<file path="config.mk">
export PLATFORM = sky130hd
export DESIGN_NAME = rx_flush_timer
export DESIGN_NICKNAME = d
export VERILOG_FILES = /design/src/rtl/rft_pkg.sv /design/src/rtl/rft_latency_reg.sv /design/src/rtl/rft_ms_counter.sv /design/src/rtl/rft_flush_ctrl.sv /design/src/rtl/rx_flush_timer.sv
export SDC_FILE = /design/constraint.sdc
export NUM_CORES = 1
export LEC_CHECK = 0
export CAP_MARGIN = 5
export CORE_UTILIZATION = 50
export CTS_CLUSTER_SIZE = 16
export DETAILED_ROUTE_END_ITERATION = 12
export PLACE_DENSITY_LB_ADDON = 0.1
export SLEW_MARGIN = 10
export SYNTH_ARGS = -nofsm -noshare
export SYNTH_HDL_FRONTEND = slang
export SYNTH_SLANG_ARGS = --single-unit
</file>
<file path="constraint.sdc">
create_clock -name clk -period 5 [get_ports clk]
set_input_delay 1 -clock clk [delete_from_list [all_inputs] [get_ports clk]]
set_output_delay 1 -clock clk [all_outputs]
set_load 0.01 [all_outputs]
</file>
<file path="src/rtl/rft_pkg.sv">
package rft_pkg;
  localparam int RFT_MS_W       = 8;
  localparam int RFT_MS_DEFAULT = 16;
  localparam int RFT_MS_MIN     = 2;
endpackage

</file>
<file path="src/rtl/rft_latency_reg.sv">
module rft_latency_reg #(
  parameter int MS_W       = rft_pkg::RFT_MS_W,
  parameter int MS_DEFAULT = rft_pkg::RFT_MS_DEFAULT,
  parameter int MS_MIN     = rft_pkg::RFT_MS_MIN
) (
  input  logic            clk,
  input  logic            rst,
  input  logic            cfg_wr,
  input  logic [MS_W-1:0] cfg_ms,
  output logic [MS_W-1:0] latency
);
  localparam logic [MS_W-1:0] MIN_V = MS_W'(MS_MIN);
  localparam logic [MS_W-1:0] DEF_V = MS_W'(MS_DEFAULT);

  logic [MS_W-1:0] wr_val;

  always_comb begin
    wr_val = (cfg_ms < MIN_V) ? MIN_V : cfg_ms;
  end

  always_ff @(posedge clk) begin
    if (rst) begin
      latency <= DEF_V;
    end else if (cfg_wr) begin
      latency <= wr_val;
    end
  end

  AST_LATENCY_LEGAL: assert property (@(posedge clk) disable iff (rst)
    latency >= MIN_V);
  AST_LATENCY_HOLD: assert property (@(posedge clk) disable iff (rst)
    !cfg_wr |=> $stable(latency));
endmodule

</file>
<file path="src/rtl/rft_ms_counter.sv">
module rft_ms_counter #(
  parameter int MS_W = rft_pkg::RFT_MS_W
) (
  input  logic            clk,
  input  logic            rst,
  input  logic            ms_tick,
  input  logic            byte_wr,
  input  logic            buf_nempty,
  input  logic            armed,
  input  logic            fire,
  input  logic [MS_W-1:0] latency,
  output logic            expire
);
  localparam logic [MS_W-1:0] CNT_MAX = '1;

  logic [MS_W-1:0] cnt;
  logic [MS_W:0]   cnt_nx;
  logic            run;
  logic            clr;

  always_comb begin
    run    = armed && buf_nempty && !byte_wr;
    clr    = byte_wr || fire || !armed || !buf_nempty;
    cnt_nx = {1'b0, cnt} + 1'b1;
    expire = run && ms_tick && (cnt_nx >= {1'b0, latency});
  end

  always_ff @(posedge clk) begin
    if (rst) begin
      cnt <= '0;
    end else if (clr) begin
      cnt <= '0;
    end else if (ms_tick && cnt != CNT_MAX) begin
      cnt <= cnt_nx[MS_W-1:0];
    end
  end

  AST_EMPTY_CLEARS: assert property (@(posedge clk) disable iff (rst)
    !buf_nempty |=> cnt == '0);
  AST_BYTE_RESTART: assert property (@(posedge clk) disable iff (rst)
    byte_wr |=> cnt == '0);
  AST_TICK_ONLY: assert property (@(posedge clk) disable iff (rst)
    !ms_tick |=> (cnt == '0 || $stable(cnt)));
  AST_NO_EARLY_EXPIRY: assert property (@(posedge clk) disable iff (rst)
    expire |-> ms_tick && buf_nempty);
endmodule

</file>
<file path="src/rtl/rft_flush_ctrl.sv">
module rft_flush_ctrl (
  input  logic clk,
  input  logic rst,
  input  logic byte_wr,
  input  logic buf_nempty,
  input  logic buf_full,
  input  logic expire,
  output logic armed,
  output logic fire,
  output logic flush_req
);
  always_comb begin
    fire = armed && (buf_full || expire);
  end

  always_ff @(posedge clk) begin
    if (rst) begin
      armed     <= 1'b0;
      flush_req <= 1'b0;
    end else begin
      flush_req <= fire;
      if (fire) begin
        armed <= 1'b0;
      end else if (byte_wr) begin
        armed <= 1'b1;
      end else if (!buf_nempty) begin
        armed <= 1'b0;
      end
    end
  end

  AST_PULSE_SINGLE: assert property (@(posedge clk) disable iff (rst)
    flush_req |=> !flush_req);
  AST_FULL_FLUSH: assert property (@(posedge clk) disable iff (rst)
    (armed && buf_full) |=> flush_req);
  AST_DISARM_AFTER: assert property (@(posedge clk) disable iff (rst)
    flush_req |-> !armed || $past(byte_wr));
endmodule

</file>
<file path="src/rtl/rx_flush_timer.sv">
module rx_flush_timer #(
  parameter int MS_W       = rft_pkg::RFT_MS_W,
  parameter int MS_DEFAULT = rft_pkg::RFT_MS_DEFAULT,
  parameter int MS_MIN     = rft_pkg::RFT_MS_MIN
) (
  input  logic            clk,
  input  logic            rst,
  input  logic            ms_tick,
  input  logic            byte_wr,
  input  logic            buf_nempty,
  input  logic            buf_full,
  input  logic            cfg_wr,
  input  logic [MS_W-1:0] cfg_ms,
  output logic            flush_req
);
  logic [MS_W-1:0] latency;
  logic            expire;
  logic            armed;
  logic            fire;

  rft_latency_reg #(
    .MS_W(MS_W), .MS_DEFAULT(MS_DEFAULT), .MS_MIN(MS_MIN)
  ) u_lat (
    .clk(clk), .rst(rst), .cfg_wr(cfg_wr), .cfg_ms(cfg_ms), .latency(latency)
  );

  rft_ms_counter #(.MS_W(MS_W)) u_cnt (
    .clk(clk), .rst(rst), .ms_tick(ms_tick), .byte_wr(byte_wr),
    .buf_nempty(buf_nempty), .armed(armed), .fire(fire),
    .latency(latency), .expire(expire)
  );

  rft_flush_ctrl u_ctl (
    .clk(clk), .rst(rst), .byte_wr(byte_wr), .buf_nempty(buf_nempty),
    .buf_full(buf_full), .expire(expire), .armed(armed), .fire(fire),
    .flush_req(flush_req)
  );

  AST_RESET_QUIET: assert property (@(posedge clk)
    rst |=> !flush_req);
endmodule

</file>
==> results of run 1 <==
[cell families after synthesis]
logic type,count (synthesis),share of synthesized area (%)
simple gates,41,19.0
fa+ha+maj,9,11.0
flops,18,35.2
compound gates,19,13.0
buf+inv,15,5.62
xor+xnor,11,9.41
mux,7,6.85
[cell type report]
type | instances | area share, %
inverters | 13 | 4.00
well taps | 27 | 2.77
clock buffers | 3 | 1.84
repair buffers | 15 | 12.3
flip-flops and latches | 18 | 29.5
multi-input cells | 87 | 49.6
[worst max path at each step]
stage,from,endpoint,slack [ns],cells after the start
2_1_floorplan,u_cnt.cnt[0],u_cnt.cnt[6],2.88,10
3_3_place_gp,cfg_ms[5],u_lat.latency[0],2.43,5
3_5_place_dp,cfg_ms[5],u_lat.latency[0],2.37,5
4_1_cts,u_cnt.cnt[0],u_cnt.cnt[6],2.45,10
5_1_grt,u_cnt.cnt[0],u_cnt.cnt[6],2.19,10
6_report,u_cnt.cnt[0],u_cnt.cnt[6],2.48,10
[sequential cells by signal, summed over array words and instances (netlist names)]
signal,count
u_cnt.cnt,8
u_ctl.armed,1
u_lat.latency,8
u_ctl.flush_req,1
[power breakdown]
group | internal, W | switching, W | total, W
clock network | 0.0000280 | 0.0000449 | 0.0000730
registers | 0.000148 | 0.00000243 | 0.000151
logic | 0.0000186 | 0.0000150 | 0.0000336
[through the flow]
stage | instances | setup slack (ns) | area (µm²)
2_1_floorplan | 120 | 2.88 | 1020
3_3_place_gp | 160 | 2.43 | 1200
3_5_place_dp | 160 | 2.37 | 1200
4_1_cts | 163 | 2.45 | 1220
5_1_grt | 163 | 2.19 | 1220
6_report | 163 | 2.48 | 1220
[cell usage in the layout, fill, tap and decap left out, drive strengths merged]
| master | netlist | layout |
|---|---|---|
| o211ai | 2 | 2 |
| nor3 | 4 | 4 |
| and2 | 1 | 1 |
| and4b | 1 | 1 |
| ha | 9 | 9 |
| nand4 | 1 | 1 |
| inv | 13 | 13 |
| xor2 | 4 | 4 |
| o41ai | 1 | 1 |
| nor2b | 1 | 1 |
| nand2 | 8 | 8 |
| o22ai | 1 | 1 |
| o221a | 1 | 1 |
| clkbuf | 1 | 3 |
| a211oi | 1 | 1 |
| mux2i | 7 | 7 |
| and3 | 2 | 2 |
| dfxtp | 18 | 18 |
| a21oi | 7 | 7 |
| nand3 | 3 | 3 |
| o21bai | 1 | 1 |
| o21ai | 5 | 5 |
| nor2 | 19 | 19 |
| or4 | 1 | 1 |
| clkdlybuf4s50 | 0 | 15 |
| xnor2 | 7 | 7 |
[layer usage]
layer | GRT usage [%] | vias up
met5 | 0 | -
met4 | 6.86 | 0
met3 | 3.46 | 4
met2 | 30.4 | 10
met1 | 24.3 | 390
li1 | - | 441
==> impl_results.md, run 1 <==
- Outcome: finished, final reports clean
- Ant. Diodes: 0
- Setup bufs post-CTS: 0
- Largest net degree at the start of global routing: 11
- Worst-path clk slew: 0.11 ns
- Final hold slack: 0.488 ns
- Top cell type's share of synthesized area: 35.2%
- Top cells by count, synth: nor2_1 (19), dfxtp_1 (18), inv_1 (13)
- Initial Util: 52.7%
- Crit path cell chain: ha_1 > nand3_2 > nor2_1 > xor2_1 > ha_1 > a21oi_1 > o21ai_0 > a21oi_1 > o211ai_2 > nor3_1
- RD Place Congestion: 0.741
- PwrDens: 211 nW/µm²
- I/O pin count: 16
- Layout cell share with drive strength beyond 1: 6.62%
- Fin. Hold Viols: 0
- Post-CTS resize count: 0
- Final setup fails: 0
- CORE AREA: 1940 µm²
- IO Port Bufs: 15
- Avg Cell Area, Syn: 8.53 µm²
- Clock Latency Late Sink: 0.29 ns
- Max layer used: met4
- First-pass GRT wire length: 2.99 mm
- Multi-input logic area: 606 µm²
- Most common cell in the netlist: nor2_1
- Hold endpoint: u_ctl.armed
- M1 WL: 883 µm
- CTS tree: yes
- Initial antenna violation count: 0
- H-tree Lvls: 1
- Post-synth cell types: 29
- Die width: 47.2 µm
- Post-synth EDFFs: 0
- Cts bufs inserted: 3
- Worst-margin pin slew: 0.454 ns
- Drt wl/cell: 11.2 µm
- CP max stage cell: dfxtp_1
- # fillers: 170
- DIE AREA: 2230 µm²
- Number of max-cap violations: 0
- DRT antenna net count: 0
- Critical path buffers and inverters: 0
- Synth-to-Final Area Change: 19.3%
- GRT Overall Usage: 18.7%
- Yosys warning total: 0
- Met3 wire len: 33 µm
- R2R setup slack: 2.48 ns
- TritonCTS Sinks: 18
- Synth top area cells: dfxtp_1 (35%), ha_1 (11%), nor2_1 (7.0%), mux2i_1 (6.8%), xnor2_1 (6.0%)
- Register area: 360 µm²
- Final TNS setup: 0 ns
- Asr flop ratio synth: 0%
- Synthesized area: 1020 µm²
- Max-slew violations: 0
- Worst hold start: u_ctl.armed
- DP HPWL: 1.47 mm
- Vias: 845
- Final period utilization: 50.4%
- Post-Syn Nets: 144
- Met2 WL: 892 µm
- Mapped Cells: 120
- Utilization after layout: 62.9%
- Dominant cell type by area after synthesis: dfxtp_1
- Sequential cell area fraction in the yosys report: 35.2%
- DIE HEIGHT: 47.2 µm
- Top Family by Delay on Critical Path: simple AND/OR/NAND/NOR gates
- Total power: 0.000257 W
- RSZ-0062 raised after global routing: false
- Hold Path Class: reg2reg
- CP Data Arrival Time: 2.75 ns
- Worst r2r path cells: 10
- Minimum clock period: 2.52 ns
- Drt via density: 5.18
- Worst R2R End: u_cnt.cnt[6]
- Leak: 0.512 nW
- Num rows: 16
- Worst flop-to-flop path startpoint: u_cnt.cnt[0]
- CTS max path bufs: 2
- Max IR drop VDD: 0.183 mV
- Gr ovfl total: 0
- Max Fclk: 397 MHz
- Hold-fix buffers, CTS: 0
- Slowest stage delay, CP: 0.44 ns
- 1st-pass router iterations: 4
- Crit Path Category: reg2reg
- Crit end category: flip-flop
- Vias in the first global route: 731
- DRC errors left: 0
- Hold Path Depth: 1
- Clock Skew: 0.00875 ns
- CTS Root Buffer Type: clkbuf_4
- # nets final: 162
- Max-slew headroom: 69.6%
- Synthesized flop and latch total: 18
- Critical path startpoint category: flip-flop
- First DRT Iteration DRCs: 10
- WL final: 1.83 mm
- Top_reg_cell synth: dfxtp_1
- Max Fanout on Critical Path: 8
- CP required: 5.23 ns
No activity file was read; power rests on OpenSTA's default activity.
==> run 2: changes to the inputs <==
--- a/config.mk
+++ b/config.mk
@@ -6,7 +6,7 @@
 export NUM_CORES = 1
 export LEC_CHECK = 0
 export CAP_MARGIN = 5
-export CORE_UTILIZATION = 50
+export CORE_UTILIZATION = 47
 export CTS_CLUSTER_SIZE = 16
 export DETAILED_ROUTE_END_ITERATION = 12
 export PLACE_DENSITY_LB_ADDON = 0.1
==> constraint.sdc (replaced) <==
create_clock -name clk -period 2.3 [get_ports clk]
set_input_delay 0.46 -clock clk [delete_from_list [all_inputs] [get_ports clk]]
set_output_delay 0.46 -clock clk [all_outputs]
set_load 0.01 [all_outputs]
==> run 2 against run 1 <==
  * Combinational power increased by 120%
  * Total power increased by 130%
  * Fmax increased by 17%
  * Critical path depth unchanged
  * Routed wire length increased by 6.9%
  * Non-clock buffer count increased by 4
  * Clock power increased to 2.7 times the previous value
  * Die area increased by 6.1%
  * Cell count increased by 3.1%
  * Worst setup slack got worse by 2.3 ns
  * Sequential share of layout area decreased by 1.4 points
  * Critical endpoint is now u_cnt.cnt[5]
==> impl_results.md, run 2 (same netlist as run 1, synthesis figures left out) <==
- Hold Path Depth: 1 (unchanged)
- Drt wl/cell: 11.7 µm (was 11.2 µm)
- Fin. Hold Viols: 0 (unchanged)
- Most frequent cells in the layout: nor2_1 (17), dfxtp_1 (16), clkdlybuf4s50_1 (15) (was nor2_1 (19), dfxtp_1 (18), clkdlybuf4s50_1 (15))
- Ant. Diodes: 0 (unchanged)
- Post-CTS resize count: 0 (unchanged)
- Final TNS setup: 0 ns (unchanged)
- I/O pin count: 16 (unchanged)
- Net Sw Power: 0.000138 W (was 0.0000624 W)
- Drt via density: 5.18 (about the same)
- Max Fclk: 463 MHz (was 397 MHz)
- Layout Cells excl Fill: 168 (was 163)
- RD Place Congestion: 0.744 (was 0.741)
- Power Internal: 0.000458 W (was 0.000195 W)
- Minimum clock period: 2.16 ns (was 2.52 ns)
- Clock Latency Late Sink: 0.29 ns (about the same)
- Largest net degree at the start of global routing: 11 (unchanged)
- Crit end category: flip-flop (unchanged)
- Commonest non-fill, non-tap cell in the layout: nor2_1 (unchanged)
- Seq pwr share: 54.7% (was 58.5%)
- DIE HEIGHT: 48.7 µm (was 47.2 µm)
- Final period utilization: 93.9% (was 50.4%)
- Max-slew headroom: 70.3% (was 69.6%)
- First-pass GRT wire length: 3.39 mm (was 2.99 mm)
- Worst-margin pin slew: 0.444 ns (was 0.454 ns)
- Num rows: 16 (unchanged)
- 1st-pass router iterations: 4 (unchanged)
- Final hold slack: 0.499 ns (was 0.488 ns)
- CTS max path bufs: 2 (unchanged)
- Max-slew violations: 0 (unchanged)
- Worst flop-to-flop path startpoint: u_cnt.cnt[0] (unchanged)
- Setup bufs post-CTS: 0 (unchanged)
- GRT Overall Usage: 18.6% (was 18.7%)
- Leak: 0.540 nW (was 0.512 nW)
- Worst r2r path cells: 10 (unchanged)
- Hold-fix buffers, CTS: 0 (unchanged)
- DIE AREA: 2370 µm² (was 2230 µm²)
- Inst Count DP: 164 (was 160)
- TritonCTS Sinks: 18 (unchanged)
- Crit Path Category: reg2reg (unchanged)
- Clock Skew: 0.00156 ns (was 0.00875 ns)
- CTS tree: yes (unchanged)
- Cts bufs inserted: 3 (unchanged)
- Hold endpoint: u_ctl.armed (unchanged)
- Clock share of power: 32.7% (was 28.4%)
- # nets final: 166 (was 162)
- # fillers: 179 (was 170)
- DP HPWL: 1.55 mm (was 1.47 mm)
- PwrDens: 458 nW/µm² (was 211 nW/µm²)
- H-tree Lvls: 1 (unchanged)
- DRC errors left: 0 (unchanged)
- Gr ovfl total: 0 (unchanged)
- Vias: 871 (was 845)
- Layout cell share with drive strength beyond 1: 14.2% (was 6.62%)
- Register area: 365 µm² (was 360 µm²)
- Worst-path clk slew: 0.10 ns (was 0.11 ns)
- Hold Path Class: reg2reg (unchanged)
- Number of max-cap violations: 0 (unchanged)
- WL final: 1.96 mm (was 1.83 mm)
- Initial Util: 51.1% (was 52.7%)
- Multi-input logic area: 633 µm² (was 606 µm²)
- Sw Ratio: 23.1% (was 24.3%)
- Vias in the first global route: 800 (was 731)
- Final setup fails: 0 (unchanged)
- IO Port Bufs: 15 (unchanged)
- Total power: 0.000596 W (was 0.000257 W)
- R2R setup slack: 0.14 ns (was 2.48 ns)
- Outcome: finished, final reports clean (unchanged)
- Combinational Power Share: 12.5% (was 13.1%)
- Worst hold start: u_ctl.armed (unchanged)
- RSZ-0062 raised after global routing: false (unchanged)
- Crit path from: u_cnt.cnt[0] (unchanged)
- CP Data Arrival Time: 2.34 ns (was 2.75 ns)
- CORE AREA: 2000 µm² (was 1940 µm²)
- Max IR drop VDD: 0.392 mV (was 0.183 mV)
- CTS Root Buffer Type: clkbuf_4 (unchanged)
- CP required: 2.48 ns (was 5.23 ns)
- Die width: 48.7 µm (was 47.2 µm)
- Placed instance area: 1230 µm² (was 1200 µm²)
- DRT antenna net count: 0 (unchanged)
- First DRT Iteration DRCs: 9 (was 10)
- Top Registers: u_cnt.cnt: 8 flops, u_lat.latency: 8 flops (unchanged)
- Worst R2R End: u_cnt.cnt[5] (was u_cnt.cnt[6])
- Critical path startpoint category: flip-flop (unchanged)
- Max Fanout on Critical Path: 8 (unchanged)
- Synth-to-Final Area Change: 27.1% (was 19.3%)
- Post-route cell area: 1300 µm² (was 1220 µm²)
- Initial antenna violation count: 0 (unchanged)
==> run 2: worst max path at each step <==
stage	to	slack, ns	cells past startpoint
after floorplan	u_cnt.cnt[6]	0.18	10
after global placement	u_cnt.cnt[6]	0.17	10
after CTS	u_cnt.cnt[6]	0.02	10
final	u_cnt.cnt[5]	0.14	10
after detailed placement	u_cnt.cnt[6]	0.06	10
after global routing	u_cnt.cnt[6]	0.006	10
==> run 2: critical path: stages (launching register included) <==
cell and delay, ns:
dfxtp_2 0.36, buf_4 0.13, and3_1 0.17, nand3_2 0.14, xnor2_1 0.19, ha_1 0.28, nand2_1 0.05, o21ai_0 0.17
a21oi_1 0.08, o211ai_2 0.36, nor2_1 0.10
==> run 2: cell type report <==
cell class,instances,share of cell area (%)
tap,27,2.60
multi-input combinational,87,48.7
timing repair buffer,19,14.1
clock buffer,4,2.79
inverter,13,3.75
sequential,18,28.1
==> run 2: through the flow <==
step	setup slack [ns]	utilization [%]
floorplan	0.176	-
global placement	0.167	61.4
detailed placement	0.0593	61.4
CTS	0.0239	63.2
global route	0.00569	65.0
finish	0.141	65.0
==> run 2: power by group through the flow <==
stage               Combinational (W)  Clock, W  Sequential [W]
global route                0.0000835  0.000216        0.000328
floorplan                   0.0000383         0        0.000333
global placement            0.0000727         0        0.000334
CTS                         0.0000751  0.000202        0.000327
finish                      0.0000745  0.000195        0.000326
detailed placement          0.0000747         0        0.000335
==> run 2: per-layer routing <==
metal | routed length (µm) | GRT usage (%) | up-vias
li1 | - | - | 451
met1 | 937 | 25.6 | 403
met2 | 906 | 28.2 | 12
met3 | 63 | 1.89 | 5
met4 | 52 | 10.3 | 0
met5 | 0 | 0 | -
==> run 3: changes to the inputs <==
--- a/config.mk
+++ b/config.mk
@@ -9,6 +9,7 @@
 export CORE_UTILIZATION = 47
 export CTS_CLUSTER_SIZE = 16
 export DETAILED_ROUTE_END_ITERATION = 12
+export HOLD_SLACK_MARGIN = 0.06
 export PLACE_DENSITY_LB_ADDON = 0.1
 export SLEW_MARGIN = 10
 export SYNTH_ARGS = -nofsm -noshare
==> results of run 3 <==
Same layout as run 2: the final DEF is identical, and so are final timing and power.
